--- src/rtl/ioc_pkg.sv ---
package ioc_pkg;

    localparam int PINS_DEF   = 6;
    localparam int DW_DEF     = 8;
    localparam int ADDR_W     = 2;
    localparam int STAGES_DEF = 2;

    typedef enum logic [ADDR_W-1:0] {
        REG_PORT = 2'd0,
        REG_ENA  = 2'd1,
        REG_FLAG = 2'd2,
        REG_NONE = 2'd3
    } reg_sel_e;

    typedef struct packed {
        logic port_acc;   // read or write of the port: refresh reference
        logic ena_wr;
        logic flag_wr;
        logic rd;
        reg_sel_e sel;
    } bus_op_t;

    function automatic bus_op_t decode_op(logic valid, logic we, logic [ADDR_W-1:0] addr);
        bus_op_t op;
        op.sel      = reg_sel_e'(addr);
        op.port_acc = valid && (op.sel == REG_PORT);
        op.ena_wr   = valid && we && (op.sel == REG_ENA);
        op.flag_wr  = valid && we && (op.sel == REG_FLAG);
        op.rd       = valid && !we;
        return op;
    endfunction

endpackage

--- src/rtl/ioc_sync.sv ---
module ioc_sync #(
    parameter int W      = 6,
    parameter int STAGES = 2
) (
    input  logic         clk,
    input  logic         rst,
    input  logic [W-1:0] d_i,
    output logic [W-1:0] q_o
);
    logic [STAGES-1:0][W-1:0] stg_q;

    generate
        if (STAGES == 1) begin : g_one
            always_ff @(posedge clk) begin
                if (rst) stg_q <= '0;
                else     stg_q[0] <= d_i;
            end
        end else begin : g_chain
            always_ff @(posedge clk) begin
                if (rst) stg_q <= '0;
                else     stg_q <= {stg_q[STAGES-2:0], d_i};
            end
        end
    endgenerate

    assign q_o = stg_q[STAGES-1];
endmodule

--- src/rtl/ioc_detect.sv ---
module ioc_detect #(
    parameter int PINS = 6
) (
    input  logic            clk,
    input  logic            rst,
    input  logic [PINS-1:0] sync_i,
    input  logic            port_acc_i,
    input  logic            ena_wr_i,
    input  logic [PINS-1:0] ena_wdata_i,
    output logic [PINS-1:0] ena_o,
    output logic [PINS-1:0] ref_o,
    output logic            mismatch_o
);
    logic [PINS-1:0] ena_q, ref_q, diff;

    always_ff @(posedge clk) begin
        if (rst) begin
            ena_q <= '0;
            ref_q <= '0;
        end else begin
            if (ena_wr_i)   ena_q <= ena_wdata_i;
            if (port_acc_i) ref_q <= sync_i;
        end
    end

    always_comb begin
        diff       = (sync_i ^ ref_q) & ena_q;
        mismatch_o = |diff;
    end

    assign ena_o = ena_q;
    assign ref_o = ref_q;
endmodule

--- src/rtl/ioc_flag.sv ---
module ioc_flag (
    input  logic clk,
    input  logic rst,
    input  logic mismatch_i,
    input  logic flag_wr_i,
    input  logic flag_wdata_i,
    output logic flag_o
);
    logic flag_q;

    // Set by a mismatch outranks any software write in the same cycle.
    always_ff @(posedge clk) begin
        if (rst)             flag_q <= 1'b0;
        else if (mismatch_i) flag_q <= 1'b1;
        else if (flag_wr_i)  flag_q <= flag_wdata_i;
    end

    assign flag_o = flag_q;
endmodule

--- src/rtl/ioc_port.sv ---
module ioc_port
    import ioc_pkg::*;
#(
    parameter int PINS        = PINS_DEF,
    parameter int DW          = DW_DEF,
    parameter int SYNC_STAGES = STAGES_DEF
) (
    input  logic              clk,
    input  logic              rst,
    input  logic [PINS-1:0]   pin_i,
    input  logic              gie_i,
    input  logic              bus_valid_i,
    input  logic              bus_we_i,
    input  logic [ADDR_W-1:0] bus_addr_i,
    input  logic [DW-1:0]     bus_wdata_i,
    output logic [DW-1:0]     bus_rdata_o,
    output logic              irq_o,
    output logic              wake_o
);
    // PINS must be smaller than DW.
    bus_op_t         op;
    logic [PINS-1:0] sync_q, en_q, ref_q;
    logic            mismatch, flag_q;
    logic            unused_wdata;

    assign op           = decode_op(bus_valid_i, bus_we_i, bus_addr_i);
    assign unused_wdata = ^bus_wdata_i[DW-1:PINS];

    ioc_sync #(.W(PINS), .STAGES(SYNC_STAGES)) u_sync (
        .clk (clk),
        .rst (rst),
        .d_i (pin_i),
        .q_o (sync_q)
    );

    ioc_detect #(.PINS(PINS)) u_detect (
        .clk         (clk),
        .rst         (rst),
        .sync_i      (sync_q),
        .port_acc_i  (op.port_acc),
        .ena_wr_i    (op.ena_wr),
        .ena_wdata_i (bus_wdata_i[PINS-1:0]),
        .ena_o       (en_q),
        .ref_o       (ref_q),
        .mismatch_o  (mismatch)
    );

    ioc_flag u_flag (
        .clk          (clk),
        .rst          (rst),
        .mismatch_i   (mismatch),
        .flag_wr_i    (op.flag_wr),
        .flag_wdata_i (bus_wdata_i[0]),
        .flag_o       (flag_q)
    );

    always_comb begin
        bus_rdata_o = '0;
        if (op.rd) begin
            unique case (op.sel)
                REG_PORT: bus_rdata_o[PINS-1:0] = sync_q;
                REG_ENA:  bus_rdata_o[PINS-1:0] = en_q;
                REG_FLAG: bus_rdata_o[0]        = flag_q;
                default:  bus_rdata_o           = '0;
            endcase
        end
    end

    assign irq_o  = flag_q & gie_i;
    assign wake_o = flag_q & (|en_q);
endmodule

--- config.mk ---
export PLATFORM = sky130hd
export DESIGN_NAME = ioc_port
export DESIGN_NICKNAME = d
export VERILOG_FILES = /design/src/rtl/ioc_pkg.sv /design/src/rtl/ioc_sync.sv /design/src/rtl/ioc_detect.sv /design/src/rtl/ioc_flag.sv /design/src/rtl/ioc_port.sv
export SDC_FILE = /design/constraint.sdc
export NUM_CORES = 1
export LEC_CHECK = 0
export BUFFER_PORTS_ARGS = -buffer_cell sky130_fd_sc_hd__clkbuf_2
export CAP_MARGIN = 20
export CORE_MARGIN = 8
export CORE_UTILIZATION = 35
export CTS_BUF_LIST = sky130_fd_sc_hd__clkbuf_8 sky130_fd_sc_hd__clkbuf_16
export DETAILED_ROUTE_END_ITERATION = 7
export GPL_TIMING_DRIVEN = 0
export PLACE_DENSITY = 0.67
export SYNTH_ARGS = -nofsm -noshare
export SYNTH_HDL_FRONTEND = slang
export SYNTH_SLANG_ARGS = --single-unit
--- constraint.sdc ---
create_clock -name clk -period 1.2 [get_ports clk]
set_input_delay 0.24 -clock clk [delete_from_list [all_inputs] [get_ports clk]]
set_output_delay 0.24 -clock clk [all_outputs]
set_load 0.005 [all_outputs]
==> results.cfg, run 1 <==
[outcome]
violations = negative setup slack
status = complete, but fails checks

[logic_synthesis]
synth_mux_area_share_pct = 18.2
netlist_area_um2 = 1040
synthTopCellsByArea = dfxtp_1, mux2i_1, nor2b_1
synth-compound-area-share_pct = 4.44
avgSynthCellArea_um2 = 10.5
ys_seq_area_share_pct = 48.0
ys_ff_latch = 25
yosys.area.top_type_share_pct = 48.0
synth_fa_ha_area_share_pct = 0
synthCells = 99
synth_warnings = 0
synth_top_family_by_area = simple AND/OR/NAND/NOR gates
yosys.area_share.xor_xnor_pct = 5.04
synthSimpleGateAreaFrac_pct = 20.7
synth_cell_types = 21
synth_top_cell_by_area = dfxtp_1

[die]
start_util_pct = 35.3
core_um2 = 2950
die_x_um = 70.6
io_pins = 31
die_y_um = 70.6
dieArea_um2 = 4980
rows = 20

[power_and_ir_drop]
ir_worst_vdd_mv = 0.960
power.switching_w = 0.000345
seq_power_share_pct = 56.6
power_leakage_nw = 0.686
switching_share_pct = 22.4
pwr-share-clk_pct = 32.4
power-per-cell-area_nw_per_um2 = 1100
intPower_w = 0.00120
combPwrFrac_pct = 11.0

[place]
place.port_buffers = 25
place_area_um2 = 1210
globalplace.congestion = 0.775
dp_cells = 158
place_hpwl_mm = 1.60

[timing]
max_freq_mhz = 586
finalSetupViolations = 7
layout_min_cycle_time_ps = 1710
holdWs_ps = 173
postLayoutSetupSlackWorst_ps = -507
hold_violations = 0
slew_violations = 0
clock_skew_ps = 5.76
period_share_pct = 142
rsz0062_at_grt = true
finalSetupTns_ps = -1140

[grt]
grt_pass1_vias = 829
antenna_found_initial = 0
use_met3_pct = 4.80
grt_pass1_wl_mm = 3.60
met1_usage_pct = 8.94
gr-total-overflow = 0
grt.total_usage_pct = 8.74
use_met2_pct = 15.7
grt_max_degree = 17
busiest_layer = met2

[finish]
mostFrequentLayoutCells = mux2i_1, dfxtp_1, clkbuf_2
fin_area_um2 = 1410
layout_commonest_cell = mux2i_1
final_cells = 170
syn_to_final_growth_pct = 34.7
drive_gt1_share_pct = 40.9
finish.net_count = 159
antenna_cells = 0

[cts]
tritoncts = built
path_clk_slew_ps = 90
cts_buffers = 3
clockBufferDepth = 2
insertion_delay_ps = 260
htree_levels = 1
clock-sinks = 25
cts-hold-fix-buffers = 0
cts-root-buf = clkbuf_8

[route]
initialDrtViolationCount = 29
drt-total-wl_mm = 2.20
drcViolationCount = 0
vias = 806
via_per_inst = 4.74
drt_pre_antenna_iters = 4
ant_nets = 0
wl_per_cell_um = 12.9

[min_path]
hp-start = pin_i[1]
hold_class = in -> reg
hold_end = u_sync.stg_q[1]
hold_depth = 2

[critical_path]
arrival_ps = 1470
worstRegToRegCells = 5
regToRegSetupSlack_ps = 100
timing.rr.start = u_detect.ena_o[1]
cp.required_ps = 960
critPathLaunchType = flip-flop
path_class = reg -> out
crit_fanout = 2
end_kind = primary output
r2r-end = u_flag.flag_o

[run]
maxCapViolCount = 0
## area by class of cell
class,count,area [um^2]
clock buffer,3,41.3
tap,33,41.3
multi-input combinational,70,531
clock inverter,1,8.76
sequential,25,509
timing repair buffer,33,240
buffer,5,33.8
fill,278,1550
## power groups by stage
stage	combinational, W	sequential, W	clock [W]
after floorplan	0.0000839	0.000888	0
after global placement	0.000131	0.000891	0
after detailed placement	0.000134	0.000893	0
after CTS	0.000166	0.000873	0.000519
after global routing	0.000184	0.000878	0.000564
final	0.000170	0.000874	0.000501
## stage by stage
stage / total power, W / util (%) / setup WS [ps]
final: 0.00154 / 47.6 / -507
after detailed placement: 0.00103 / 41.1 / -251
after global routing: 0.00163 / 47.6 / -542
after global placement: 0.00102 / 41.1 / -249
after CTS: 0.00156 / 46.9 / -508
after floorplan: 0.000972 / - / -96.2
## cell families after synthesis
group           count (synthesis)
simple gates                   37
flops                          25
mux                            19
compound gates                  6
xor+xnor                        6
buf+inv                         5
other cells                     1
## how the worst max path moves through the flow
stage                 startpoint             end
3_3_place_gp       bus_addr_i[1]  bus_rdata_o[2]
6_report       u_detect.ena_o[0]          wake_o
2_1_floorplan  u_detect.ena_o[0]          wake_o
4_1_cts        u_detect.ena_o[0]          wake_o
3_5_place_dp       bus_addr_i[1]  bus_rdata_o[5]
5_1_grt        u_detect.ena_o[0]          wake_o
## layer usage
layer  up-vias  share of wire (%)  routed length, um
li1        410                  -                  -
met1       362                 43                936
met2        32                 47               1040
met3         2                9.4                207
met4         0               0.73                 16
met5         -                  0                  0
## timing repair
item | in CTS | in global routing
pin swaps | 8 | 1
setup endpoints to repair | 7 | 8
gates resized for setup | 15 | 14
buffers inserted | 8 | 1
## state kept, by name (all words and copies together) (netlist names)
name	cells
u_detect.ena_o	6
u_detect.ref_o	6
u_sync.q_o	6
u_sync.stg_q	6
u_flag.flag_o	1
## Yosys cell counts
master / n
mux2i_1: 19
and2_1: 1
dfxtp_1: 25
o31a_1: 1
o22ai_1: 1
or3b_2: 1
and3b_1: 1
nand4b_1: 1
nand4b_2: 1
nor3b_4: 1
nor2b_1: 12
or4_1: 1
buf_6: 1
conb_1: 1
nand2_1: 1
a22oi_1: 3
a41oi_1: 1
clkbuf_1: 2
buf_4: 2
xor2_1: 6
nor2_1: 17
## critical path: stages (launching register included)
cell      delay (ps)
dfxtp_2          330
or4_1            520
o31a_1           250
clkbuf_2         110
Note: power is estimated with default switching activity, not from simulation.
==> inputs of run 2 (changes only) <==
Settings changed: CTS_BUF_LIST sky130_fd_sc_hd__clkbuf_8 sky130_fd_sc_hd__clkbuf_16 to sky130_fd_sc_hd__clkbuf_16.
==> run 2 against run 1 <==
Compared with the run above:
- the run still ends with negative setup slack left
- sequential share of layout area fell by 0.72 points
- die area stayed put
- first-iteration DRC count fell by 45%
- combinational power about the same
- cell count unchanged
- critical path depth unchanged
- clock-buffer cell count unchanged
- sequential power about the same
- non-clock buffer count unchanged
- register-to-register slack got worse by 30 ps
- final area is 1.8% higher
- critical path type unchanged
- largest cell class unchanged
==> results.cfg, run 2 (synthesized netlist as in run 1, its figures left out) <==
[grt]
grt.total_usage_pct = 8.89
gr-total-overflow = 0
antenna_found_initial = 0
grt_pass1_vias = 842
grt_max_degree = 17
grt_pass1_wl_mm = 3.63

[timing]
max_freq_mhz = 592
finalSetupViolations = 7
hold_violations = 0
slew_violations = 0
holdWs_ps = 186
period_share_pct = 141
clock_skew_ps = 2.46
postLayoutSetupSlackWorst_ps = -490
layout_min_cycle_time_ps = 1690
rsz0062_at_grt = true

[die]
die_x_um = 70.6
core_um2 = 2950
die_y_um = 70.6
dieArea_um2 = 4980
rows = 20
start_util_pct = 35.3
io_pins = 31

[critical_path]
cp.required_ps = 960
worst-path-buf-inv = 1
slowest_delay_ps = 510
crit_path_top_delay_cell = or4_1
arrival_ps = 1450
critPathLaunchType = flip-flop
crit_family = simple AND/OR/NAND/NOR gates
end_kind = primary output
crit_path_cell_trace = or4_1, o31a_1, clkbuf_2
timing.rr.start = u_detect.ena_o[1]
path_class = reg -> out
crit_fanout = 2
startpoint = u_detect.ena_o[0]

[finish]
final_util_pct = 48.4
fillCellCount = 273
antenna_cells = 0
final_cells = 170
drive_gt1_share_pct = 39.4
syn_to_final_growth_pct = 37.1
finish.net_count = 159
mostFrequentLayoutCells = mux2i_1, dfxtp_1, clkbuf_2

[power_and_ir_drop]
ir_worst_vdd_mv = 0.892
power_leakage_nw = 0.699
power-per-cell-area_nw_per_um2 = 1250

[cts]
clock-sinks = 25
htree_levels = 1
insertion_delay_ps = 260
cts_buffers = 3
cts-root-buf = clkbuf_16
tritoncts = built
clockBufferDepth = 2
path_clk_slew_ps = 60

[route]
vias = 790
via_per_inst = 4.65
drt_pre_antenna_iters = 4
initialDrtViolationCount = 16
drt-total-wl_mm = 2.22
ant_nets = 0
drcViolationCount = 0
wl_per_cell_um = 13.0

[place]
dp_cells = 158
place.port_buffers = 25
place_hpwl_mm = 1.60
globalplace.congestion = 0.775

[run]
maxCapViolCount = 0

[min_path]
hold_class = in -> reg
hp-start = pin_i[1]

[outcome]
violations = negative setup slack
status = complete, but fails checks
==> run 2: cell count changes in the layout (fill, tap and decap cells not counted) <==
| cell | change |
|---|---|
| and2_4 | -1 |
| buf_6 | -1 |
| buf_8 | +1 |
| buf_2 | +1 |
| dfxtp_2 | -1 |
| clkbuf_8 | -4 |
| and2_1 | +1 |
| dfxtp_1 | +1 |
| clkbuf_16 | +3 |
==> run 2: layer usage <==
| metal | global-route usage [%] | part of all wire, % | routed length [um] | up-vias |
|---|---|---|---|---|
| met1 | 8.94 | 43 | 946 | 358 |
| met3 | 5.23 | 9.2 | 205 | 0 |
| li1 | - | - | - | 408 |
| met4 | 0.231 | 0 | 0 | 0 |
| met5 | 0 | 0 | 0 | - |
| met2 | 16.2 | 48 | 1060 | 24 |
==> run 2: cell type report <==
cell class	instances	area, um^2	area share (%)
Tap cell	33	41.3	2.89
Buffer	5	33.8	2.36
Clock inverter	1	8.76	0.612
Timing Repair Buffer	33	235	16.4
Sequential cell	25	508	35.5
Clock buffer	3	75.1	5.25
Multi-Input combinational cell	70	528	36.9
==> run 2: where the power goes <==
part,leakage [nW],internal [W],switching [W]
Combinational,0.450,0.0000984,0.0000700
Clock,0.0415,0.000459,0.000287
Sequential,0.207,0.000858,0.0000162
Total,0.699,0.00142,0.000373
==> run 2: worst paths after layout <==
| check | slack (ps) | to | cells past startpoint |
|---|---|---|---|
| setup reg to reg | 70 | u_flag.flag_o | 5 |
| hold / removal | 190 | u_sync.stg_q[1] | 2 |
| setup / recovery | -490 | wake_o | 3 |
| hold reg to reg | 430 | u_sync.q_o[2] | 1 |
==> run 2: metrics by stage <==
step | instance area, um^2 | power [W] | setup slack (ps) | setup TNS [ps]
2_1_floorplan | 1050 | 0.000972 | -96.2 | -96.2
3_3_place_gp | 1210 | 0.00102 | -249 | -1440
3_5_place_dp | 1210 | 0.00103 | -251 | -1650
4_1_cts | 1420 | 0.00179 | -487 | -999
5_1_grt | 1430 | 0.00187 | -518 | -1190
6_report | 1430 | 0.00179 | -490 | -961
==> run 2: worst reg2reg max path, delay by kind of cell, from the launching register on <==
kind	cells	cell delay, ps
AO/OA/AOI/OAI	2	330
buffers and inverters	3	340
flip-flops	1	330
==> run 2: repair_timing <==
action,CTS,global route
pin swaps,8,0
setup buffers,8,0
gates resized for setup,14,12
setup endpoints to repair,7,8
hold buffers,0,0
